`config.mk`:
```
export PLATFORM = sky130hd
export DESIGN_NAME = trig_seq
export DESIGN_NICKNAME = d
export VERILOG_FILES = /design/src/rtl/trig_seq_pkg.sv /design/src/rtl/trig_sc_reg.sv /design/src/rtl/trig_st1_decode.sv /design/src/rtl/trig_seq_fsm.sv /design/src/rtl/trig_seq.sv
export SDC_FILE = /design/constraint.sdc
export NUM_CORES = 1
export LEC_CHECK = 0
export BUFFER_PORTS_ARGS = -buffer_cell sky130_fd_sc_hd__buf_4
export CAP_MARGIN = 40
export CORE_UTILIZATION = 46
export CTS_CLUSTER_DIAMETER = 120
export CTS_CLUSTER_SIZE = 14
export DETAILED_ROUTE_END_ITERATION = 7
export HOLD_SLACK_MARGIN = 0.06
export PLACE_DENSITY_LB_ADDON = 0.08
export SLEW_MARGIN = 15
export SYNTH_ARGS = -nofsm -noshare
export SYNTH_HDL_FRONTEND = slang
export SYNTH_SLANG_ARGS = --single-unit
```
`constraint.sdc`:
```
create_clock -name clk_i -period 2.1 [get_ports clk_i]
set_input_delay 0.105 -clock clk_i [delete_from_list [all_inputs] [get_ports clk_i]]
set_output_delay 0.105 -clock clk_i [all_outputs]
set_load 0.05 [all_outputs]
```
`src/rtl/trig_seq_pkg.sv`:
```
package trig_seq_pkg;
  localparam int N_CH   = 4;
  localparam int CODE_W = 4;
  localparam int REG_W  = 8;
  localparam int ST_W   = 3;

  typedef enum logic [ST_W-1:0] {
    ST_IDLE = 3'd0,
    ST_S1   = 3'd1,
    ST_S2   = 3'd2,
    ST_S3   = 3'd3,
    ST_FIN  = 3'd4
  } seq_st_e;

  // Target of one channel in stage 1 for a given code; ST_IDLE = no effect.
  function automatic seq_st_e chan_target(logic [CODE_W-1:0] code, int ch);
    seq_st_e t;
    t = ST_IDLE;
    case (code)
      4'd1:  t = ST_S2;
      4'd2:  t = ST_S3;
      4'd3:  t = ST_FIN;
      4'd4:  if (ch != 3) t = ST_S2;
      4'd5:  if (ch == 2) t = ST_S2;
      4'd6:  if (ch == 2) t = ST_S3;
      4'd7:  if (ch == 2) t = ST_FIN;
      4'd8:  if (ch == 0) t = ST_S2; else if (ch == 1) t = ST_S3;
      4'd9:  if (ch == 0) t = ST_S2; else if (ch == 2) t = ST_S3;
      4'd10: if (ch == 1) t = ST_S2; else if (ch == 3) t = ST_S3;
      4'd11: if (ch == 1) t = ST_S3; else if (ch == 0) t = ST_FIN;
      4'd12: if (ch == 2) t = ST_S3; else if (ch == 0) t = ST_FIN;
      4'd13: if (ch == 3) t = ST_S3; else if (ch == 1) t = ST_FIN;
      default: t = ST_IDLE;
    endcase
    return t;
  endfunction
endpackage

```
`src/rtl/trig_sc_reg.sv`:
```
module trig_sc_reg
  import trig_seq_pkg::*;
#(
  parameter int CW = CODE_W,
  parameter int RW = REG_W
) (
  input  logic          clk_i,
  input  logic          rst_ni,
  input  logic          lock_i,
  input  logic          we_i,
  input  logic [RW-1:0] wdata_i,
  output logic [CW-1:0] code_o,
  output logic [RW-1:0] rdata_o
);
  logic [CW-1:0] code_q;
  logic          unused_hi;

  assign unused_hi = ^wdata_i[RW-1:CW];

  always_ff @(posedge clk_i or negedge rst_ni) begin
    if (!rst_ni)             code_q <= '0;
    else if (we_i && !lock_i) code_q <= wdata_i[CW-1:0];
  end

  assign code_o  = code_q;
  assign rdata_o = {{(RW-CW){1'b0}}, code_q};

  a_r3_wr_blocked: assert property (@(posedge clk_i) disable iff (!rst_ni)
    lock_i |=> $stable(code_q));
  a_r2_wr_lands: assert property (@(posedge clk_i) disable iff (!rst_ni)
    (we_i && !lock_i) |=> (rdata_o[CW-1:0] == $past(wdata_i[CW-1:0])));
endmodule

```
`src/rtl/trig_st1_decode.sv`:
```
module trig_st1_decode
  import trig_seq_pkg::*;
#(
  parameter int NC = N_CH,
  parameter int CW = CODE_W
) (
  input  logic [CW-1:0] code_i,
  input  logic [NC-1:0] eff_i,
  output seq_st_e       nxt_o
);
  seq_st_e tgt [NC];

  for (genvar g = 0; g < NC; g++) begin : g_tgt
    assign tgt[g] = chan_target(code_i, g);
  end

  always_comb begin
    logic fin_hit;
    nxt_o   = ST_IDLE;
    fin_hit = 1'b0;
    for (int i = NC - 1; i >= 0; i--) begin
      if (eff_i[i] && tgt[i] != ST_IDLE) nxt_o = tgt[i];
      if (eff_i[i] && tgt[i] == ST_FIN)  fin_hit = 1'b1;
    end
    if (fin_hit) nxt_o = ST_FIN;
  end
endmodule

```
`src/rtl/trig_seq_fsm.sv`:
```
module trig_seq_fsm
  import trig_seq_pkg::*;
#(
  parameter int NC = N_CH
) (
  input  logic          clk_i,
  input  logic          rst_ni,
  input  logic          arm_i,
  input  logic [NC-1:0] eff_i,
  input  seq_st_e       dec_i,
  output seq_st_e       st_o,
  output logic          armed_o,
  output logic          trig_o,
  output logic          done_o
);
  seq_st_e st_q, st_d;
  logic    arm_q, done_q;
  logic    arm_rise;

  assign arm_rise = arm_i && !arm_q;

  always_comb begin
    st_d = st_q;
    if (!arm_i)        st_d = ST_IDLE;
    else if (arm_rise) st_d = ST_S1;
    else begin
      case (st_q)
        ST_S1:        if (dec_i != ST_IDLE) st_d = dec_i;
        ST_S2, ST_S3: if (|eff_i) st_d = ST_FIN;
        ST_FIN:       st_d = ST_IDLE;
        default:      st_d = ST_IDLE;
      endcase
    end
  end

  always_ff @(posedge clk_i or negedge rst_ni) begin
    if (!rst_ni) begin
      st_q   <= ST_IDLE;
      arm_q  <= 1'b0;
      done_q <= 1'b0;
    end else begin
      st_q  <= st_d;
      arm_q <= arm_i;
      if (arm_rise)           done_q <= 1'b0;
      else if (st_d == ST_FIN) done_q <= 1'b1;
    end
  end

  assign st_o    = st_q;
  assign armed_o = (st_q == ST_S1) || (st_q == ST_S2) || (st_q == ST_S3);
  assign trig_o  = (st_q == ST_FIN);
  assign done_o  = done_q;

  a_r4_arm_rise: assert property (@(posedge clk_i) disable iff (!rst_ni)
    arm_rise |=> (st_q == ST_S1) && !done_q);
  a_r4_disarm: assert property (@(posedge clk_i) disable iff (!rst_ni)
    !arm_i |=> (st_q == ST_IDLE));
  a_r10_late_fin: assert property (@(posedge clk_i) disable iff (!rst_ni)
    (arm_i && arm_q && (st_q == ST_S2 || st_q == ST_S3) && (|eff_i)) |=> (st_q == ST_FIN));
  a_r11_one_cycle: assert property (@(posedge clk_i) disable iff (!rst_ni)
    trig_o |=> !trig_o && (st_q == ST_IDLE));
  a_r11_done_set: assert property (@(posedge clk_i) disable iff (!rst_ni)
    trig_o |-> done_o);
  a_r7_hold: assert property (@(posedge clk_i) disable iff (!rst_ni)
    (arm_i && arm_q && st_q == ST_S1 && eff_i == '0) |=> (st_q == ST_S1));
endmodule

```
`src/rtl/trig_seq.sv`:
```
module trig_seq
  import trig_seq_pkg::*;
(
  input  logic             clk_i,
  input  logic             rst_ni,
  input  logic             arm_i,
  input  logic [N_CH-1:0]  cmp_en_i,
  input  logic [N_CH-1:0]  match_i,
  input  logic             reg_we_i,
  input  logic [REG_W-1:0] reg_wdata_i,
  output logic [REG_W-1:0] reg_rdata_o,
  output logic [ST_W-1:0]  state_o,
  output logic             armed_o,
  output logic             trig_o,
  output logic             done_o
);
  logic [CODE_W-1:0] code;
  logic [N_CH-1:0]   eff;
  seq_st_e           dec, st;

  assign eff = match_i & cmp_en_i;

  trig_sc_reg #(.CW(CODE_W), .RW(REG_W)) u_reg (
    .clk_i   (clk_i),
    .rst_ni  (rst_ni),
    .lock_i  (armed_o),
    .we_i    (reg_we_i),
    .wdata_i (reg_wdata_i),
    .code_o  (code),
    .rdata_o (reg_rdata_o)
  );

  trig_st1_decode #(.NC(N_CH), .CW(CODE_W)) u_dec (
    .code_i (code),
    .eff_i  (eff),
    .nxt_o  (dec)
  );

  trig_seq_fsm #(.NC(N_CH)) u_fsm (
    .clk_i   (clk_i),
    .rst_ni  (rst_ni),
    .arm_i   (arm_i),
    .eff_i   (eff),
    .dec_i   (dec),
    .st_o    (st),
    .armed_o (armed_o),
    .trig_o  (trig_o),
    .done_o  (done_o)
  );

  assign state_o = st;

  a_r5_masked: assert property (@(posedge clk_i) disable iff (!rst_ni)
    (armed_o && arm_i && $past(arm_i) && (match_i & cmp_en_i) == '0)
      |=> (state_o == $past(state_o)));
  a_r9_fin_wins: assert property (@(posedge clk_i) disable iff (!rst_ni)
    (arm_i && $past(arm_i) && state_o == 3'd1 && dec == ST_FIN) |=> trig_o);
endmodule

```
# ---- Yosys cells after proc, flatten, opt, wreduce, memory -nomap -nowiden
# Index checks and enable logic that the tools add are counted.
dict set report word_totals {
  ff_bits 9
  input_bits 20
  out_inout_bits 14
  word_cells 78
}
dict set report classes {
  n_eq_ne 22
  n_mux 20
  bitwise 1
  n_reduce_logical 31
}
# op n
set op_table {}
lappend op_table {{$pmux W3 S3} 4}
lappend op_table {{$mux W3} 9}
lappend op_table {{$eq A4 B4 Y1 const B} 6}
lappend op_table {{$eq A3 B3 Y1 const B} 6}
lappend op_table {{$eq A4 B3 Y1 const B} 4}
lappend op_table {{$reduce_bool A3 Y1} 5}
lappend op_table {{$reduce_or A3 Y1} 5}
lappend op_table {{$reduce_or A4 Y1} 3}
lappend op_table {{$logic_and A1 B1 Y1} 10}
lappend op_table {{$eq A4 B2 Y1 const B} 2}
lappend op_table {{$eq A3 B2 Y1 const B} 2}
lappend op_table {{$mux W1} 6}
lappend op_table {{$pmux W3 S2} 1}
lappend op_table {{$reduce_or A2 Y1} 3}
lappend op_table {{$and A4 B4 Y4} 1}
lappend op_table {{$eq A4 B1 Y1 const B} 1}
lappend op_table {{$eq A3 B1 Y1 const B} 1}
lappend op_table {{$logic_not A1 Y1} 2}
lappend op_table {{$logic_or A1 B1 Y1} 2}
lappend op_table {{$reduce_bool A2 Y1} 1}

# ---- Longest topological paths before layout
dict set report logic_depth {
  word_depth 18
  depth_mapped 8
  ltp_nobuf 6
}

# ---- Modules after synthesis
# A second synthesis with hierarchy kept.
dict set report hier_totals {
  hier_cells 103
  area_unflattened_um2 927.1
}
# mod n_inst cells_per_inst area_each_um2 seq_area_each_um2
set by_module_without_submodules {}
lappend by_module_without_submodules {trig_st1_decode 1 58 397.9 0.0}
lappend by_module_without_submodules {trig_seq_fsm 1 23 266.5 125.1}
lappend by_module_without_submodules {trig_sc_reg 1 18 237.7 100.1}
lappend by_module_without_submodules {trig_seq 1 4 25.0 0.0}

# ---- Least setup slack after synthesis
# OpenSTA, ideal clock, no wires.
dict set report synth_timing {
  path_kind {flip-flop to flip-flop}
  start {register u_reg.code_q[2], in the netlist u_reg.code_o[2]}
  end {register u_fsm.done_q, in the netlist u_fsm.done_o}
  setup_time_ps 118
  t_arrival_ps 1846
  required_ps 1982
  slack_ps 136
  stages_incl_launch_ff 8
  path_buffers 1
  period_less_slack_ps 1964
  path_cell_list {dfrtp_1 > buf_4 > nand3b_1 > a21oi_1 > a311oi_1 > o2bb2ai_1 > and4b_1 > a21o_1}
}
dict set report synth_between {
  elab_chain_cells 17
  word_cells_on_any_way 58
  cone_classes {eq/ne (18); mux (17); reduce/logical (23)}
}
# element line
set synth_lines {}
lappend synth_lines {{start, declared} trig_sc_reg.sv:15} ;# logic [CW-1:0] code_q;
lappend synth_lines {{start signal, assigned} trig_sc_reg.sv:22} ;# else if (we_i && !lock_i) code_q <= wdata_i[CW-1:0];
lappend synth_lines {{$eq A4 B2 Y1 / $eq A4 B4 Y1 (equally long branches)} trig_seq_pkg.sv:19} ;# case (code)
lappend synth_lines {{$reduce_or A3 Y1 (no source line)} -}
lappend synth_lines {{$pmux W3 S3} trig_seq_pkg.sv:19}
lappend synth_lines {{$eq A3 B3 Y1 / $reduce_bool A3 Y1 (equally long branches)} {trig_st1_decode.sv:23, trig_st1_decode.sv:22}}
lappend synth_lines {{$logic_and A1 B1 Y1 (on tied branches)} {trig_st1_decode.sv:23, trig_st1_decode.sv:22}}
lappend synth_lines {{$mux W1 / $mux W3 (equally long branches) (4 in a row)} {trig_st1_decode.sv:23, trig_st1_decode.sv:22}}
lappend synth_lines {{$mux W3 (*)} trig_st1_decode.sv:25} ;# if (fin_hit) nxt_o = ST_FIN;
lappend synth_lines {{$reduce_bool A3 Y1} trig_seq_fsm.sv:28} ;# ST_S1: if (dec_i != ST_IDLE) st_d = dec_i;
lappend synth_lines {{$mux W3 (*)} trig_seq_fsm.sv:28}
lappend synth_lines {{$pmux W3 S2 (*)} trig_seq_fsm.sv:27} ;# case (st_q)
lappend synth_lines {{$mux W3 (*)} trig_seq_fsm.sv:25} ;# else if (arm_rise) st_d = ST_S1;
lappend synth_lines {{$mux W3 (*)} trig_seq_fsm.sv:24} ;# if (!arm_i) st_d = ST_IDLE;
lappend synth_lines {{named net u_fsm.st_d[2]} trig_seq_fsm.sv:16} ;# seq_st_e st_q, st_d;
lappend synth_lines {{$eq A3 B3 Y1 (*)} trig_seq_fsm.sv:45} ;# else if (st_d == ST_FIN) done_q <= 1'b1;
lappend synth_lines {{$reduce_bool A2 Y1 (no source line) (*)} -}
lappend synth_lines {{end signal, assigned} trig_seq_fsm.sv:40} ;# done_q <= 1'b0;
lappend synth_lines {{end signal, assigned} trig_seq_fsm.sv:44} ;# if (arm_rise) done_q <= 1'b0;
lappend synth_lines {{end signal, assigned} trig_seq_fsm.sv:45}
lappend synth_lines {{end, declared} trig_seq_fsm.sv:17} ;# logic arm_q, done_q;
# Mark *: on every way through the listed nets, which the timed path passes. The rest lies on a longest branch.
# A chain may end at the register's enable or synchronous reset.

# ---- Worst setup path in the final report
dict set report layout_timing {
  start {register u_reg.code_q[0], in the netlist u_reg.code_o[0]}
  end {register u_fsm.st_q[0], in the netlist u_fsm.st_o[0]}
}
dict set report layout_between {
  elab_chain_cells 15
  word_cells_on_any_way 56
  cone_classes {eq/ne (17); mux (17); reduce/logical (22)}
}
# element line
set layout_lines {}
lappend layout_lines {{$eq A4 B2 Y1 / $eq A4 B4 Y1 (equally long branches)} trig_seq_pkg.sv:19}
lappend layout_lines {{$reduce_or A3 Y1 (no source line)} -}
lappend layout_lines {{$pmux W3 S3} trig_seq_pkg.sv:19}
lappend layout_lines {{$eq A3 B3 Y1 / $reduce_bool A3 Y1 (equally long branches)} {trig_st1_decode.sv:23, trig_st1_decode.sv:22}}
lappend layout_lines {{$logic_and A1 B1 Y1 (on tied branches)} {trig_st1_decode.sv:23, trig_st1_decode.sv:22}}
lappend layout_lines {{$mux W1 / $mux W3 (equally long branches) (4 in a row)} {trig_st1_decode.sv:23, trig_st1_decode.sv:22}}
lappend layout_lines {{$mux W3 (*)} trig_st1_decode.sv:25}
lappend layout_lines {{$reduce_bool A3 Y1} trig_seq_fsm.sv:28}
lappend layout_lines {{$mux W3 (*)} trig_seq_fsm.sv:28}
lappend layout_lines {{$pmux W3 S2 (*)} trig_seq_fsm.sv:27}
lappend layout_lines {{$mux W3 (*)} trig_seq_fsm.sv:25}
lappend layout_lines {{$mux W3 (*)} trig_seq_fsm.sv:24}
lappend layout_lines {{named net u_fsm.st_d[0]} trig_seq_fsm.sv:16}
lappend layout_lines {{end signal, assigned} trig_seq_fsm.sv:42} ;# st_q <= st_d;
lappend layout_lines {{end, declared} trig_seq_fsm.sv:16}
# Marked as above.

==> flow_summary.toml <==
[outcome]
status = "complete, no violations"

[routing]
drc = 0
dr.pass1.iters = 4
wl_per_cell_microns = 13.91
ant_nets = 0
route.vias.total = 853
drt_iter0_drc = 16
finalWirelength_mm = 1.919
viasPerCell = 6.181

[placement]
hpwlAfterDp_mm = 1.466
place.port_buffers = 25
place.gp.congestion = 0.8187

[floorplanning]
initial_core_util = 0.5049
rows = 14
io_pins = 34
core_area_sq_um = 1541
dieArea_sq_um = 1860
die_height_microns = 43.13
dieWidth_microns = 43.13

[timing]
tns_ns = 0
fin_skew_ns = 0.005078
hold_viol = 0
max_freq_mhz = 546.9
setup_viol = 0
period_needed_ns = 1.828
rsz0062_at_grt = "false"
min_period_over_period = 0.8706
whs_ns = 0.08330
drv_slew = 0

[yosys]
ys_seq_elements = 9
syn-cell-area_sq_um = 778.2
synth.yosys.seq_area_share = 0.2894
muxShareOfSynthArea = 0.05788
synth_xor_area_frac = 0
synth_cell_types = 37
avgSynthCellArea_sq_um = 8.279
synthAdderAreaFrac = 0
synthCells = 94
synth_compound_area_frac = 0.2765
yosys.area_share.simple = 0.2942
yosysWarnings = 0
synth_top_family_by_area = "simple AND/OR/NAND/NOR gates"

[setup_path]
cp_slowest_cell = "dfrtp_1"
critical_path_class = "reg2reg"
arrival_ns = 1.97
startpoint = "u_reg.code_o[0]"
cp-end-kind = "flop"
crit_chain = "inv_1 > a31o_2 > a21o_1 > o221ai_1 > o21ai_1 > a31o_1"
max_stage_delay_ns = 0.57
critical_path_required_ns = 2.24
worst-path-buf-inv = 1
cpLargestDelayFamily = "compound AO/OA/AOI/OAI gates"
start_kind = "flop"
critPathMaxFanout = 13
r2r-start = "u_reg.code_o[0]"

[global_routing]
track_usage = 0.2369
grt_overflow = 0
grt_pass1_vias = 789
grt_pass1_wl_mm = 3.367
grt_max_degree = 14
antenna_found_initial = 0

[finish]
drive_gt1_frac = 0.3033
syn_to_final_growth_pct = 29.74
fin_nets = 143
antenna_cells = 0
final_common_cell = "buf_4"
mostFrequentLayoutCells = "28 x buf_4, 9 x nand2_1, 9 x dfrtp_1, 6 x nor3b_1"
post-route-util = 0.6550

[clocking]
htreeDepth = 1
clockBufferDepth = 2
cts_setup_buffers = 0
insertion_delay_ns = 0.25
clk_pin_slew_ns = 0.06
cts_root_buf = "clkbuf_4"
tritoncts = "built"
cts_sinks = 9
numCtsBuffers = 3

[power]
powerDensity_nw_per_um2 = 1045
power_leakage_nw = 0.4479
worst_ir_drop_vdd_mv = 0.7242

[hold_path]
holdCritStartpoint = "reg_wdata_i[3]"
holdCritPathClass = "in2reg"

[job]
cap_violations = 0
metrics by stage:
| stage | cells | setup WS (ns) | total power, mW | cell area, sq um |
|---|---|---|---|---|
| detailed placement | 132 | 0.2886 | 0.9216 | 963.4 |
| global route | 138 | 0.1076 | 1.139 | 1010 |
| finish | 138 | 0.2717 | 1.055 | 1010 |
| global placement | 132 | 0.3002 | 0.9071 | 963.4 |
| CTS | 138 | 0.2692 | 1.059 | 1010 |
| floorplan | 97 | 0.1360 | 0.7509 | 789.5 |
routing by layer:
metal / vias to the layer above / part of all wire / GRT usage
met3: 2 / 0.047 / 0.04255
met5: - / 0 / 0
li1: 408 / - / -
met2: 26 / 0.54 / 0.3970
met1: 417 / 0.41 / 0.2850
met4: 0 / 0.0047 / 0.1212
sequential cells by signal, indices dropped and copies added (netlist names):
register,count
u_fsm.st_o,3
u_fsm.arm_q,1
u_reg.code_o,4
u_fsm.done_o,1
cell type report:
class,instances,area [sq um]
Fill cell,129,531.8
Multi-Input combinational cell,78,504.2
Timing Repair Buffer,30,230.2
Sequential cell,9,225.2
Clock buffer,4,26.28
Tap cell,16,20.02
Inverter,1,3.754
cells in the mapped netlist:
| cell type | instances | area [sq um] |
|---|---|---|
| nand4b_1 | 1 | 8.760 |
| a31oi_1 | 5 | 31.28 |
| nand2b_1 | 3 | 18.77 |
| a31o_1 | 1 | 8.760 |
| o21ai_1 | 3 | 15.01 |
| nor2b_1 | 1 | 6.260 |
| o221ai_1 | 1 | 8.760 |
| nand4_1 | 1 | 6.260 |
| clkbuf_1 | 1 | 3.750 |
| a221oi_1 | 2 | 17.52 |
| nor2_1 | 5 | 18.77 |
| o21ai_0 | 3 | 15.01 |
| mux2_2 | 4 | 45.04 |
| nor3b_1 | 6 | 45.04 |
| buf_2 | 3 | 15.01 |
| a31o_2 | 1 | 8.760 |
| a22oi_1 | 1 | 7.510 |
| buf_4 | 5 | 37.54 |
| and2_1 | 1 | 6.260 |
| and4b_1 | 2 | 20.02 |
| o22ai_1 | 1 | 6.260 |
| nor3_1 | 1 | 5.000 |
| a21oi_1 | 4 | 20.02 |
| or3b_1 | 1 | 8.760 |
| inv_1 | 1 | 3.750 |
| nand2_1 | 9 | 33.78 |
| o21bai_1 | 1 | 7.510 |
| conb_1 | 1 | 3.750 |
| or3_1 | 1 | 6.260 |
| o2bb2ai_1 | 1 | 8.760 |
| nand3_1 | 3 | 15.01 |
| a21o_1 | 3 | 22.52 |
| nand3b_1 | 4 | 30.03 |
| o211ai_1 | 1 | 7.510 |
| a211oi_2 | 1 | 12.51 |
| a311oi_1 | 2 | 17.52 |
| dfrtp_1 | 9 | 225.2 |
report_power, final:
group / internal [mW] / switching [mW]
sequential: 0.210 / 0.0710
clock: 0.0729 / 0.0549
combinational: 0.251 / 0.395
total: 0.535 / 0.521
cell families after synthesis:
| logic type | count (synthesis) |
|---|---|
| and+or+nand+nor | 39 |
| buffers and inverters | 10 |
| muxes | 4 |
| other | 1 |
| DFF | 9 |
| AOI/OAI and AO/OA | 31 |
timing repair:
action | CTS | global route
resized for setup | 0 | 0
endpoints found under the setup margin | 0 | 0
hold buffers | 2 | 0
endpoints found under the hold margin | 10 | 0
final timing paths:
kind,endpoint,slack (ns),depth (start not counted)
worst max-delay path,u_fsm.st_o[0],0.27,6
worst min-delay path,u_reg.code_o[3],0.08,2
worst max register to register,u_fsm.st_o[0],0.27,6
worst min register to register,u_fsm.done_o,0.51,1
max in group asynchronous,u_reg.code_o[2],1.75,2
min in group asynchronous,u_fsm.done_o,0.21,2
Note: power is estimated with default switching activity, not from simulation.
